File: config.mk
export PLATFORM = sky130hd
export DESIGN_NAME = ofdm_scrambler3
export DESIGN_NICKNAME = d
export VERILOG_FILES = /design/src/rtl/scr3_pkg.sv /design/src/rtl/scr3_lookahead.sv /design/src/rtl/scr3_seed_reg.sv /design/src/rtl/scr3_out_stage.sv /design/src/rtl/ofdm_scrambler3.sv
export SDC_FILE = /design/constraint.sdc
export NUM_CORES = 1
export LEC_CHECK = 0
export ABC_AREA = 0
export BUFFER_PORTS_ARGS = -buffer_cell sky130_fd_sc_hd__buf_4
export CORE_MARGIN = 1.5
export CORE_UTILIZATION = 54
export CTS_CLUSTER_DIAMETER = 150
export DETAILED_ROUTE_END_ITERATION = 7
export PLACE_DENSITY = 0.81
export SLEW_MARGIN = 25
export SYNTH_ARGS = -nofsm -noshare
export SYNTH_HDL_FRONTEND = slang
export SYNTH_SLANG_ARGS = --single-unit
File: constraint.sdc
create_clock -name clk -period 2.6 [get_ports clk]
set_clock_uncertainty 0.2 [all_clocks]
set_input_delay 0.52 -clock clk [delete_from_list [all_inputs] [get_ports clk]]
set_output_delay 0.52 -clock clk [all_outputs]
set_load 0.005 [all_outputs]
File: src/rtl/scr3_pkg.sv
// Shared constants for the three-bit scrambler.
// Assumes a 7-bit register with taps at delays 7 and 4.
package scr3_pkg;
    localparam int STATE_W = 7;
    localparam int TAP_HI  = 7;
    localparam int TAP_LO  = 4;
    localparam int GROUP   = 3;
    localparam logic [STATE_W-1:0] SAFE_SEED = {STATE_W{1'b1}};
endpackage

File: src/rtl/scr3_lookahead.sv
// Combinational lookahead: unrolls GROUP serial steps of the register.
// Assumes GROUP <= STATE_W - TAP_LO + 1, so no step reads a bit fed back in the same group.
module scr3_lookahead #(
    parameter int STATE_W = 7,
    parameter int TAP_HI  = 7,
    parameter int TAP_LO  = 4,
    parameter int GROUP   = 3
) (
    input  logic [STATE_W-1:0] st_i,
    output logic [GROUP-1:0]   ks_o,
    output logic [STATE_W-1:0] st_next_o
);
    // Purpose: take GROUP serial steps starting from a single snapshot of the state.
    always_comb begin
        logic [STATE_W-1:0] w;
        logic               fb;
        w = st_i;
        ks_o = '0;
        for (int i = 0; i < GROUP; i++) begin
            fb      = w[TAP_HI-1] ^ w[TAP_LO-1];
            ks_o[i] = fb;
            w       = {w[STATE_W-2:0], fb};
        end
        st_next_o = w;
    end
endmodule

File: src/rtl/scr3_seed_reg.sv
// Holds the frame seed. A zero write is replaced with the safe all-ones value.
// Assumes a synchronous active-low reset.
module scr3_seed_reg #(
    parameter int STATE_W = 7,
    parameter logic [STATE_W-1:0] SAFE_SEED = {STATE_W{1'b1}}
) (
    input  logic               clk,
    input  logic               rst_n,
    input  logic               wr_i,
    input  logic [STATE_W-1:0] val_i,
    output logic [STATE_W-1:0] seed_o
);
    logic [STATE_W-1:0] seed_q;

    // Purpose: capture a non-zero seed on write.
    always_ff @(posedge clk) begin
        if (!rst_n)
            seed_q <= SAFE_SEED;
        else if (wr_i)
            seed_q <= (val_i == '0) ? SAFE_SEED : val_i;
    end

    assign seed_o = seed_q;


    seed_nonzero_chk: assert property (@(posedge clk) disable iff (!rst_n)
        wr_i |=> (seed_q != '0));


    seed_keep_chk: assert property (@(posedge clk) disable iff (!rst_n)
        !wr_i |=> $stable(seed_q));
endmodule

File: src/rtl/scr3_out_stage.sv
// One-entry registered output stage with valid/ready.
// Assumes the producer loads only when free_o is high.
module scr3_out_stage #(
    parameter int W = 3
) (
    input  logic         clk,
    input  logic         rst_n,
    input  logic         load_i,
    input  logic [W-1:0] data_i,
    output logic         free_o,
    output logic         out_valid_o,
    input  logic         out_ready_i,
    output logic [W-1:0] out_data_o
);
    logic         vld_q;
    logic [W-1:0] dat_q;

    assign free_o = !vld_q || out_ready_i;

    // Purpose: track whether the stage holds a group.
    always_ff @(posedge clk) begin
        if (!rst_n)
            vld_q <= 1'b0;
        else if (load_i)
            vld_q <= 1'b1;
        else if (out_ready_i)
            vld_q <= 1'b0;
    end

    // Purpose: capture new scrambled data.
    always_ff @(posedge clk) begin
        if (!rst_n)
            dat_q <= '0;
        else if (load_i)
            dat_q <= data_i;
    end

    assign out_valid_o = vld_q;
    assign out_data_o  = dat_q;


    stall_hold_chk: assert property (@(posedge clk) disable iff (!rst_n)
        (vld_q && !out_ready_i) |=> (vld_q && $stable(dat_q)));


    load_when_free_chk: assert property (@(posedge clk) disable iff (!rst_n)
        load_i |-> free_o);
endmodule

File: src/rtl/ofdm_scrambler3.sv
// Three-bit-per-clock additive scrambler with seed load and frame restart.
// Assumes in_data[0] is the earliest bit of each group and that frames carry whole groups.
module ofdm_scrambler3
    import scr3_pkg::*;
(
    input  logic               clk,
    input  logic               rst_n,
    input  logic               seed_wr,
    input  logic [STATE_W-1:0] seed_val,
    input  logic               frame_start,
    input  logic               in_valid,
    output logic               in_ready,
    input  logic [GROUP-1:0]   in_data,
    output logic               out_valid,
    input  logic               out_ready,
    output logic [GROUP-1:0]   out_data
);
    logic [STATE_W-1:0] seed;
    logic [STATE_W-1:0] state_q;
    logic [STATE_W-1:0] cur_state;
    logic [STATE_W-1:0] adv_state;
    logic [GROUP-1:0]   ks;
    logic               fire;

    scr3_seed_reg #(.STATE_W(STATE_W), .SAFE_SEED(SAFE_SEED)) i_seed (
        .clk(clk), .rst_n(rst_n), .wr_i(seed_wr), .val_i(seed_val), .seed_o(seed)
    );

    // Purpose: a frame start makes the seed the starting state of this cycle.
    assign cur_state = frame_start ? seed : state_q;

    scr3_lookahead #(.STATE_W(STATE_W), .TAP_HI(TAP_HI), .TAP_LO(TAP_LO), .GROUP(GROUP)) i_look (
        .st_i(cur_state), .ks_o(ks), .st_next_o(adv_state)
    );

    scr3_out_stage #(.W(GROUP)) i_out (
        .clk(clk), .rst_n(rst_n), .load_i(fire), .data_i(in_data ^ ks),
        .free_o(in_ready), .out_valid_o(out_valid), .out_ready_i(out_ready),
        .out_data_o(out_data)
    );

    assign fire = in_valid && in_ready;

    // Purpose: advance on transfer, reload on frame start, otherwise hold.
    always_ff @(posedge clk) begin
        if (!rst_n)
            state_q <= SAFE_SEED;
        else if (fire)
            state_q <= adv_state;
        else if (frame_start)
            state_q <= seed;
    end


    state_nonzero_chk: assert property (@(posedge clk) disable iff (!rst_n)
        state_q != '0);


    state_hold_chk: assert property (@(posedge clk) disable iff (!rst_n)
        (!fire && !frame_start) |=> $stable(state_q));


    reload_chk: assert property (@(posedge clk) disable iff (!rst_n)
        (frame_start && !fire) |=> (state_q == $past(seed)));


    fire_to_valid_chk: assert property (@(posedge clk) disable iff (!rst_n)
        fire |=> out_valid);
endmodule

### Word level (Yosys, flattened, before mapping)

Index checks and enable logic that the tools add are counted.

* bits of input ports: 16
* bits in registers: 18
* output and inout port bits: 5
* logic and storage cells: 18

* multiplexer cells: 5
* bitwise operators: 4
* reduce and logical (&&, ||, !) cells: 5

Operator list (number)
* two-way mux 7 bit: 3
* logical NOT 7 bit: 1
* XOR 1 bit: 3
* XOR 3 bit: 1
* two-way mux 1 bit: 2
* nonzero test 2 bit: 1
* logical AND 1 bit: 1
* logical NOT 1 bit: 1
* logical OR 1 bit: 1

### Longest topological paths before layout

Gate-level depths: netlist of run 1.

* word-level depth: 4
* gate-level depth with buffers: 6
* mapped depth without buffers: 4

### Cells and area by module

A second synthesis of run 1 with hierarchy kept.

* cells, all modules: 96
* area total of the unflattened synthesis: 902.1 um^2

By module, submodules not included
* ofdm_scrambler3: times used 1, area an instance 357.8 um^2, seq. area each 140.1 um^2, cells each 35
* scr3_seed_reg: times used 1, area an instance 319.1 um^2, seq. area each 140.1 um^2, cells each 38
* scr3_out_stage: times used 1, area an instance 146.4 um^2, seq. area each 80.1 um^2, cells each 13
* scr3_lookahead: times used 1, area an instance 78.8 um^2, seq. area each 0.0 um^2, cells each 10

### Worst setup path after synthesis of run 1

OpenSTA, ideal clock, no wires.

* path kind: input to register
* start point: input port seed_val[3]
* end point: register i_seed.seed_q[0], in the netlist i_seed.seed_o[0]
* buffers on the path: 0
* arrival: 1.510 ns
* required time: 2.331 ns
* slack: 0.821 ns
* stages: 4
* path through: or4_4 -> nor4_4 -> nor3b_1 -> o21ai_1

* word-level cells in the longest chain between the ends: 2

Ends and longest elaborated chain
* start, declared: line ofdm_scrambler3.sv:9 `input logic [STATE_W-1:0] seed_val,`
* logical NOT 7 bit: line scr3_seed_reg.sv:20 `seed_q <= (val_i == '0) ? SAFE_SEED : val_i;`
* two-way mux 7 bit: line scr3_seed_reg.sv:20
* end signal, assigned: line scr3_seed_reg.sv:20
* end, declared: line scr3_seed_reg.sv:13 `logic [STATE_W-1:0] seed_q;`

Every way passes these cells.
A chain may end at the register's enable or synchronous reset.

### Worst setup path in the final report of run 1

* start point: input port seed_val[3]
* end point: register i_seed.seed_q[2], in the netlist i_seed.seed_o[2]

Same word-level chain as after synthesis.

==> metrics.txt, run 1 <==
layout net count roughly 130; initial antenna violation count 0; worst endpoint data arrival time 1.72 ns; Skew-Pair Late Insertion Delay 0.29 ns; largest net degree at the start of global routing 19; status completed; wire per inst 12.20 um; fin area 0.001044 mm2; Seq/Total Area, Yosys between 40% and 50%; antenna viol nets, final 0; chip width 42.90 um; Post-Syn Instances 89; minimum clock period ~1.7 ns; Worst Path Required roughly 2.6 ns; worst relative slew slack approximately 63%; Worst-path clk slew approximately 0.1 ns; FF-to-FF path depth 4; Post-Syn Nets between 100 and 150; hold path start in_valid; RSZ-0062 raised after global routing no; FF+latch count, synth 18; Post-CTS Hold Buffers 0; Final setup viols 0; Starting Density 57.73%; Distinct cells, synth 20; P per Cell Area 559.4 mW/mm2; flop2flop setup slack 0.99 ns; Slew Limit Fails 0; Antenna diodes 0; first-pass GRT wire length ~2.8 mm; routability cong. about 0.65; H-tree depth reported by CTS 1; Root Buffer clkbuf_4; area share of the largest cell type after synthesis a little over two fifths; Clock Tree Buf Depth 2; IO buf count 20; TritonRoute pass-1 iters 3; CTS sink cnt 18; LEAKAGE 0.4326 nW; Setup TNS Final 0 ns; total global-route track usage 19.98%; crit start category input port; Hold Vio Cnt, Final 0; Hold Path Class input port to flop; initial drt markers 3; TritonCTS clock tree built; synthesized area per cell between 9 and 10 um2; RR Startpoint i_out.out_valid_o; maxcap violations 0; area grow syn2layout 21.40%; Die Y-Extent between 40 and 50 um; ratio of cells with drive above 1 in the final layout 28.70%; Min-Delay Endpoint i_out.out_valid_o; Post-Syn Area 859.6 um2; Final Cycle Share 65.27%; area of the core 0.001489 mm2; Worst Setup SP seed_val[3]; YS warnings 0; Worst-Margin Slew 0.5562 ns; Crit Path Max Fanout 7; post-CTS sizing 0; area leader, netlist dfxtp_1; hold depth 3; Worst Setup End Kind flop; Worst Path Class, Setup input port to flop; DRC 0; total grt overflow 0; RR Endpoint state_q[4]; Peak VDD IR 0.0003167 V; Peak Freq just under 600 MHz; num rows 14; post-CTS setup buffers 0; Post-Route WL 1.513 mm; IO Pins 21; vias in the first global route ~630; Num CTS Buffers 3; via count 653; Area contributors post-synth dfxtp_1 (42%), mux2i_1 (12%), xnor2_1 (9.2%); Via-to-Cell Ratio roughly 5.3; die area around 0.0018 mm2; placed inst area 0.001007 mm2
-- layer usage --
| layer | track usage [%] | vias up | part of all wire (%) |
|---|---|---|---|
| li1 | - | 345 | - |
| met1 | 25.27 | 283 | 45 |
| met2 | 31.21 | 23 | 47 |
| met3 | 4.255 | 2 | 5.9 |
| met4 | 11.25 | 0 | 1.4 |
| met5 | 0 | - | 0 |
-- how the worst max path moves through the flow --
stage	endpoint	slack [ns]	cells after the start
3_5_place_dp	i_seed.seed_o[2]	0.61	5
5_1_grt	i_seed.seed_o[4]	0.82	5
6_report	i_seed.seed_o[2]	0.90	5
4_1_cts	i_seed.seed_o[2]	0.92	5
3_3_place_gp	i_seed.seed_o[4]	0.65	5
2_1_floorplan	i_seed.seed_o[0]	0.82	4
-- power by group --
group          total [mW]  internal (mW)  switching [mW]
combinational       0.108         0.0616          0.0462
sequential          0.308          0.295          0.0126
clock               0.168         0.0852          0.0826
total               0.584          0.442           0.141
-- critical path, stage by stage --
cell	delay (ns)
buf_4	0.11
or4_4	0.54
nor4_4	0.31
nor3b_1	0.10
o21ai_1	0.14
-- cells in the mapped netlist --
cell and number:
dfxtp_1 18, or4_4 1, nor3b_1 6, buf_2 3, mux2_2 5, clkbuf_1 2, nor2_1 6, o21ai_0 3
mux2i_1 10, nand2b_1 2, and2_1 1, a21boi_0 1, o22ai_1 1, inv_1 1, o211ai_1 2, a21oi_1 3
nand2_1 8, o21ai_1 6, xnor2_1 9, nor4_4 1
-- per-stage QoR --
stage,util [%],power [mW],hold slack (ns),std cells,worst slack (ns)
detailed placement,67.65,0.4235,0.2829,120,0.6095
finish,70.08,0.5837,0.2828,124,0.9029
global placement,67.65,0.4192,0.2829,120,0.6468
global route,70.08,0.6172,0.2876,124,0.8199
floorplan,-,0.3820,0.2614,89,0.8211
CTS,70.08,0.5928,0.2734,124,0.9167
-- final cells by class --
cell class | count | area, um2
tap | 16 | 20.02
sequential | 18 | 360.3
timing repair buffer | 20 | 150.1
clock buffer | 4 | 36.28
inverter | 1 | 3.754
multi-input combinational | 65 | 473.0
fill | 126 | 445.4
-- state kept, by name (all words and copies together) (netlist names) --
signal             flops
state_q                7
i_out.out_data_o       3
i_seed.seed_o          7
i_out.out_valid_o      1
-- placed cells by master, fill, tap and decap left out --
cell	n
a21boi_0	1
o21ai_0	3
nor4_4	1
o21ai_1	6
mux2i_1	10
clkbuf_8	1
nor3b_1	6
nor2_1	6
nand2_1	8
and2_1	1
or4_4	1
mux2_2	5
inv_1	1
buf_4	20
o211ai_1	2
a21oi_1	3
xnor2_1	9
o22ai_1	1
dfxtp_1	18
nand2b_1	2
clkbuf_4	3
-- cells by family (layout without fill, tap and decap cells) --
logic type	Yosys count	after routing	share of synthesized area, %
AOI/OAI and AO/OA	16	16	10.33
xor gates and xnor gates	9	9	9.171
buffers and inverters	6	25	3.056
DFF	18	18	41.92
muxes	15	15	18.20
and+or+nand+nor	25	25	17.32
No activity file was read; power rests on OpenSTA's default activity.
==> run 2: changes to the inputs <==
--- a/config.mk
+++ b/config.mk
@@ -5,13 +5,14 @@
 export SDC_FILE = /design/constraint.sdc
 export NUM_CORES = 1
 export LEC_CHECK = 0
-export ABC_AREA = 0
+export ABC_AREA = 1
 export BUFFER_PORTS_ARGS = -buffer_cell sky130_fd_sc_hd__buf_4
+export CORE_ASPECT_RATIO = 0.7
 export CORE_MARGIN = 1.5
-export CORE_UTILIZATION = 54
+export CORE_UTILIZATION = 52
 export CTS_CLUSTER_DIAMETER = 150
 export DETAILED_ROUTE_END_ITERATION = 7
-export PLACE_DENSITY = 0.81
+export PLACE_DENSITY = 0.77
 export SLEW_MARGIN = 25
 export SYNTH_ARGS = -nofsm -noshare
 export SYNTH_HDL_FRONTEND = slang
==> constraint.sdc (replaced) <==
create_clock -name clk -period 1.7 [get_ports clk]
set_clock_uncertainty 0.2 [all_clocks]
set_input_delay 0.34 -clock clk [delete_from_list [all_inputs] [get_ports clk]]
set_output_delay 0.34 -clock clk [all_outputs]
set_load 0.005 [all_outputs]
==> run 2 against run 1 <==
Net effect:
- combinational power rose by 93%
- global-route usage rose by 3.9 points
- total power rose by 64%
- non-clock buffer count rose by 1
- setup slack got worse by 0.61 ns
- cell area rose by 13%
- largest power group unchanged
- highest routed layer unchanged
==> metrics.txt, run 2 <==
status completed (unchanged); CTS sink cnt 18 (unchanged); post-CTS sizing 0 (unchanged); Worst-path clk slew 0.10 ns (about the same); area of the core 0.001682 mm2 (was 0.001489 mm2); IO Pins 21 (unchanged); Setup TNS Final 0 ns (unchanged); area leader, netlist dfxtp_1 (unchanged); adder-cell share of the synthesized area 0% (unchanged); Simple-Gate Fraction of Synth Area 38.21% (was 17.32%); antenna viol nets, final 0 (unchanged); dpl hpwl 1.762 mm; Synth Area in Compound Gates 11.10% (was 10.33%); Peak VDD IR 0.0006079 V (was 0.0003167 V); RSZ-0062 raised after global routing no (unchanged); Post-Syn Nets 181 (was 105); placed inst area 0.001146 mm2 (was 0.001007 mm2); area share of the largest cell type after synthesis 36.32% (was 41.92%); YS warnings 0 (unchanged); Root Buffer clkbuf_4 (unchanged); Via-to-Cell Ratio 5.019 (was 5.266); top-count cell post-synth nand2_1 (was dfxtp_1); initial drt markers 25 (was 3); Clock Tree Buf Depth 2 (unchanged); Slew Limit Fails 0 (unchanged); commonest non-fill, non-tap cell in the layout nand2_1 (was buf_4); Crit Path Max Fanout 4 (was 7); Power, Total 955.2 uW (was 583.7 uW); total grt overflow 0 (unchanged); num rows 12 (was 14); Async SR Flop Fraction 0% (unchanged); Hold Path Class input port to flop (unchanged); post-CTS setup buffers 0 (unchanged); main combinational cell family by area after synthesis simple AND/OR/NAND/NOR gates (was multiplexers); Area contributors post-synth dfxtp_1 (36%), nand2_1 (26%), inv_1 (11%) (was dfxtp_1 (42%), mux2i_1 (12%), xnor2_1 (9.2%)); ranking of synthesized cells by instance count nand2_1 (70), inv_1 (29), dfxtp_1 (18) (was dfxtp_1 (18), mux2i_1 (10), xnor2_1 (9)); Num CTS Buffers 3 (unchanged); Post-Route WL 2.320 mm (was 1.513 mm); layout net count 202 (was 125); Post-CTS Hold Buffers 0 (unchanged); ratio of cells with drive above 1 in the final layout 16.76% (was 28.70%); Antenna diodes 0 (unchanged); initial antenna violation count 0 (unchanged); Post-Syn Instances 165 (was 89); Starting Density 59.00% (was 57.73%); first-pass GRT wire length 3.864 mm (was 2.773 mm); Comb pwr share 21.8% (was 18.5%); minimum clock period 1.408 ns; Reg power frac 50.2% (was 52.8%); routability cong. 0.7784 (was 0.6463); Final Cycle Share 82.83%; maxcap violations 0 (unchanged); Int Pwr 677.6 uW (was 442.3 uW); total global-route track usage 23.92% (was 19.98%); P per Cell Area 807.9 mW/mm2 (was 559.4 mW/mm2); mux cell area share after synthesis 0% (was 18.20%); synthesized area per cell 6.013 um2 (was 9.658 um2); Seq/Total Area, Yosys 36.32% (was 41.92%); Peak Freq 710.2 MHz; Die Y-Extent 39.55 um (was 42.90 um); die area 0.002183 mm2 (was 0.001840 mm2); IO buf count 20 (unchanged); via count 1034 (was 653); DRC 0 (unchanged); Worst Path Required 1.16 ns (was 2.63 ns); number of synthesized flops with an enable pin 0 (unchanged); worst relative slew slack 83.22% (was 62.92%); chip width 55.21 um (was 42.90 um); FF+latch count, synth 18 (unchanged); commonest non-fill, non-tap cells in the layout nand2_1 (70), inv_1 (29), buf_4 (21) (was buf_4 (20), dfxtp_1 (18), mux2i_1 (10)); Post-Synth XOR/XNOR Area 0% (was 9.170%); Final setup viols 0 (unchanged); Switching Fraction 29.06% (was 24.23%); Skew-Pair Late Insertion Delay 0.30 ns (was 0.29 ns); Hold Vio Cnt, Final 0 (unchanged); Worst-Margin Slew 0.2515 ns (was 0.5562 ns); wire per inst 11.26 um (was 12.20 um); Worst Setup End Kind output pin (was flop); area grow syn2layout 19.17% (was 21.40%); crit start category flop (was input port); largest net degree at the start of global routing 15 (was 19); Clock power frac 28.0% (was 28.8%); fin area 0.001182 mm2 (was 0.001044 mm2); H-tree depth reported by CTS 1 (unchanged); TritonCTS clock tree built (unchanged); LEAKAGE 0.7307 nW (was 0.4326 nW); top_reg_cell synth dfxtp_1 (unchanged); worst endpoint data arrival time 0.87 ns (was 1.72 ns); Worst Path Class, Setup flop to output pin (was input port to flop); Switch Pwr 277.6 uW (was 141.5 uW); Post-Syn Area 992.2 um2 (was 859.6 um2); Distinct cells, synth 16 (was 20); TritonRoute pass-1 iters 7 (was 3); vias in the first global route 908 (was 632)
==> run 2: cell count changes after synthesis, moves of 6 or more <==
cell     previous run  this run
nand2_1             8        70
inv_1               1        29
mux2i_1            10         0
o21ai_0             3        13
nand3_1             0         9
xnor2_1             9         0
nor3b_1             6         0
o21ai_1             6         0
==> run 2: power groups by stage <==
stage                     Clock, mW  Combinational [mW]  Sequential (mW)
after floorplan                   0               0.135            0.484
after global placement            0               0.197            0.487
after detailed placement          0               0.206            0.488
after CTS                     0.272               0.208            0.478
after global routing          0.289               0.238            0.482
final                         0.268               0.208            0.479
==> run 2: final cells by class <==
cell class / count / area (um2)
Multi-Input combinational cell: 112 / 489.2
Inverter: 30 / 112.6
Fill cell: 143 / 499.2
Timing Repair Buffer: 21 / 157.7
Tap cell: 21 / 26.28
Sequential cell: 18 / 360.3
Clock buffer: 4 / 36.28
==> run 2: cell families (layout without fill, tap and decap cells) <==
kind of cell    Yosys count  after routing
flops                    18             18
simple gates             91             91
buf+inv                  35             55
compound gates           21             21
==> run 2: final timing paths <==
| path | startpoint | endpoint | slack, ns | cells after the start |
|---|---|---|---|---|
| hold / removal | seed_wr | i_seed.seed_o[2] | 0.11 | 3 |
| setup / recovery | i_out.out_valid_o | in_ready | 0.29 | 2 |
| setup reg to reg | i_out.out_valid_o | i_out.out_data_o[0] | 0.39 | 7 |
| hold reg to reg | i_seed.seed_o[0] | i_seed.seed_o[0] | 0.30 | 2 |
==> run 2: stage by stage <==
step	hold slack [ns]	std cells	utilization [%]	worst slack, ns
2_1_floorplan	0.2418	165	-	0.4038
3_3_place_gp	0.2659	202	68.15	0.2641
3_5_place_dp	0.2770	202	68.15	0.1996
4_1_cts	0.1120	206	70.31	0.2831
5_1_grt	0.1109	206	70.31	0.2505
6_report	0.1101	206	70.31	0.2919
==> run 2: worst max-delay path: stages (launching register included) <==
cell and delay (ns):
dfxtp_1 0.35, nand2_2 0.08, buf_4 0.14
==> run 2: per-layer routing <==
layer | global-route usage (%) | part of all wire (%) | up-vias
met2 | 42.26 | 47 | 23
li1 | - | - | 546
met3 | 7.261 | 3.9 | 4
met5 | 0 | 0 | -
met4 | 10.98 | 1.1 | 0
met1 | 27.58 | 48 | 461
==> run 3: changes to the inputs <==
--- a/config.mk
+++ b/config.mk
@@ -9,10 +9,10 @@
 export BUFFER_PORTS_ARGS = -buffer_cell sky130_fd_sc_hd__buf_4
 export CORE_ASPECT_RATIO = 0.7
 export CORE_MARGIN = 1.5
-export CORE_UTILIZATION = 52
+export CORE_UTILIZATION = 47
 export CTS_CLUSTER_DIAMETER = 150
 export DETAILED_ROUTE_END_ITERATION = 7
-export PLACE_DENSITY = 0.77
+export PLACE_DENSITY = 0.73
 export SLEW_MARGIN = 25
 export SYNTH_ARGS = -nofsm -noshare
 export SYNTH_HDL_FRONTEND = slang
==> constraint.sdc (replaced) <==
create_clock -name clk -period 1.2 [get_ports clk]
set_clock_uncertainty 0.2 [all_clocks]
set_input_delay 0.24 -clock clk [delete_from_list [all_inputs] [get_ports clk]]
set_output_delay 0.24 -clock clk [all_outputs]
set_load 0.005 [all_outputs]
==> run 3 against run 2 <==
Net effect:
- combinational power is 85% higher
- total power is 43% higher
- final cell count is 6.8% higher
- via count is 1.8% higher
- the flow now finishes with violations (setup timing)
- highest routed layer unchanged
- global-route usage is 3.2 points lower
- largest power group unchanged
- sequential cell count stayed put
==> metrics.txt, run 3 (synthesis gave the netlist of run 2 again) <==
Power, Total 1.363 mW (was 955.2 uW); Hold Vio Cnt, Final 0 (unchanged); Comb pwr share 28.3% (was 21.8%); Worst Path Class, Setup flop to output pin (unchanged); Clock Tree Buf Depth 2 (unchanged); # fillers 154 (was 143); Num CTS Buffers 3 (unchanged); Final Cycle Share 111.6%; setup ws final -0.1391 ns (was 0.2919 ns); antenna viol nets, final 0 (unchanged); commonest non-fill, non-tap cell in the layout nand2_1 (unchanged); Final setup viols 9 (was 0); vias in the first global route 935 (was 908); total grt overflow 0 (unchanged); H-tree depth reported by CTS 1 (unchanged); initial antenna violation count 0 (unchanged); routability cong. 0.7834 (was 0.7784); chip width 57.92 um (was 55.21 um); minimum clock period about 1.3 ns; IO buf count 20 (unchanged); TritonCTS clock tree built (unchanged); initial drt markers 54 (was 25); RSZ-0062 raised after global routing yes (was no); maxcap violations 0 (unchanged); IO Pins 21 (unchanged); Hold Path Class input port to flop (unchanged); Worst Setup End Kind output pin (unchanged); num rows 13 (was 12); Int Pwr 954.8 uW (was 677.6 uW); Reg power frac 50.1% (was 50.2%); status complete, but fails checks (was completed); layout net count 216 (was 202); Via-to-Cell Ratio 4.786 (was 5.019); wire per inst 10.66 um (was 11.26 um); P per Cell Area 994.6 mW/mm2 (was 807.9 mW/mm2); Slew Limit Fails 0 (unchanged); Worst Path Required 0.76 ns (was 1.16 ns); Peak VDD IR 0.0007553 V (was 0.0006079 V); Antenna diodes 0 (unchanged); area of the core 0.001919 mm2 (was 0.001682 mm2); via count 1053 (was 1034); dpl hpwl 1.743 mm (was 1.762 mm); violated checks setup timing; largest net degree at the start of global routing 14 (was 15); TritonRoute pass-1 iters 4 (was 7); hold slack 0.01271 ns (was 0.1101 ns); Worst-path clk slew 0.10 ns (about the same); Worst-Margin Slew 0.2654 ns (was 0.2515 ns); LEAKAGE 0.8058 nW (was 0.7307 nW); Starting Density 51.69% (was 59.00%); DRC 0 (unchanged); crit start category flop (unchanged); CTS sink cnt 18 (unchanged); Switch Pwr 407.8 uW (was 277.6 uW); commonest non-fill, non-tap cells in the layout nand2_1 (69), inv_1 (28), buf_4 (25) (was nand2_1 (70), inv_1 (29), buf_4 (21)); worst relative slew slack 82.29% (was 83.22%); Skew-Pair Late Insertion Delay 0.29 ns (was 0.30 ns); area grow syn2layout 38.08% (was 19.17%); Die Y-Extent 41.44 um (was 39.55 um); ratio of cells with drive above 1 in the final layout 26.77% (was 16.76%); first-pass GRT wire length 3.905 mm (was 3.864 mm); Crit Path Max Fanout 2 (was 4); Switching Fraction 29.93% (was 29.06%); total global-route track usage 20.69% (was 23.92%); Root Buffer clkbuf_4 (unchanged); die area 0.002400 mm2 (was 0.002183 mm2); worst endpoint data arrival time 0.90 ns (was 0.87 ns); Peak Freq 746.8 MHz; Clock power frac 21.6% (was 28.0%); Post-Route WL 2.345 mm (was 2.320 mm)
==> run 3: power by group through the flow <==
stage / Combinational, mW / Sequential (mW) / Clock, mW
2_1_floorplan: 0.193 / 0.686 / 0
3_3_place_gp: 0.312 / 0.690 / 0
3_5_place_dp: 0.318 / 0.691 / 0
4_1_cts: 0.347 / 0.678 / 0.302
5_1_grt: 0.427 / 0.689 / 0.343
6_report: 0.385 / 0.683 / 0.295
==> run 3: critical path, cell delays in order (launching register included) <==
cell     delay, ns
dfxtp_2       0.34
nand2_2       0.05
buf_6         0.11
buf_6         0.10
==> run 3: area by class of cell <==
cell class / instances / area, um2 / share of cell area [%]
flip-flops and latches: 18 / 366.6 / 26.76
clock buffers: 3 / 22.52 / 1.644
repair buffers: 35 / 297.8 / 21.74
inverters: 30 / 120.1 / 8.767
well taps: 22 / 27.53 / 2.009
multi-input cells: 112 / 535.5 / 39.09
==> run 3: path summary, 6_finish.rpt <==
| path | from | end | slack [ns] | cells after the start |
|---|---|---|---|---|
| max | i_out.out_valid_o | in_ready | -0.14 | 3 |
| min | seed_wr | i_seed.seed_o[2] | 0.01 | 3 |
| max reg2reg | i_out.out_valid_o | i_out.out_data_o[0] | -0.13 | 9 |
| min reg2reg | i_seed.seed_o[0] | i_seed.seed_o[0] | 0.28 | 2 |
==> run 3: per-layer routing <==
layer	track usage (%)	share of wire, %	vias to the layer above
met5	0	0	-
met4	3.721	0.43	0
met3	6.854	5.4	2
met2	33.18	46	17
met1	27.36	49	464
li1	-	-	570
==> run 3: repair_timing <==
item / 4_1_cts / 5_1_grt
gates resized for setup: 12 / 18
pin swaps: 2 / 2
cloned: 0 / 0
hold endpoints to repair: 4 / 0
setup buffers: 2 / 1
setup endpoints to repair: 6 / 15
hold buffers: 2 / 0
==> run 3: through the flow <==
step | area (um2) | setup TNS [ns] | setup WS [ns] | cells | util, %
5_1_grt | 1370 | -1.188 | -0.1963 | 220 | 71.38
3_3_place_gp | 1217 | -0.4461 | -0.09042 | 212 | 63.43
2_1_floorplan | 997.2 | -0.03077 | -0.01539 | 165 | -
6_report | 1370 | -0.6318 | -0.1391 | 220 | 71.38
4_1_cts | 1304 | -0.4127 | -0.1547 | 219 | 67.93
3_5_place_dp | 1217 | -0.9021 | -0.1223 | 212 | 63.43
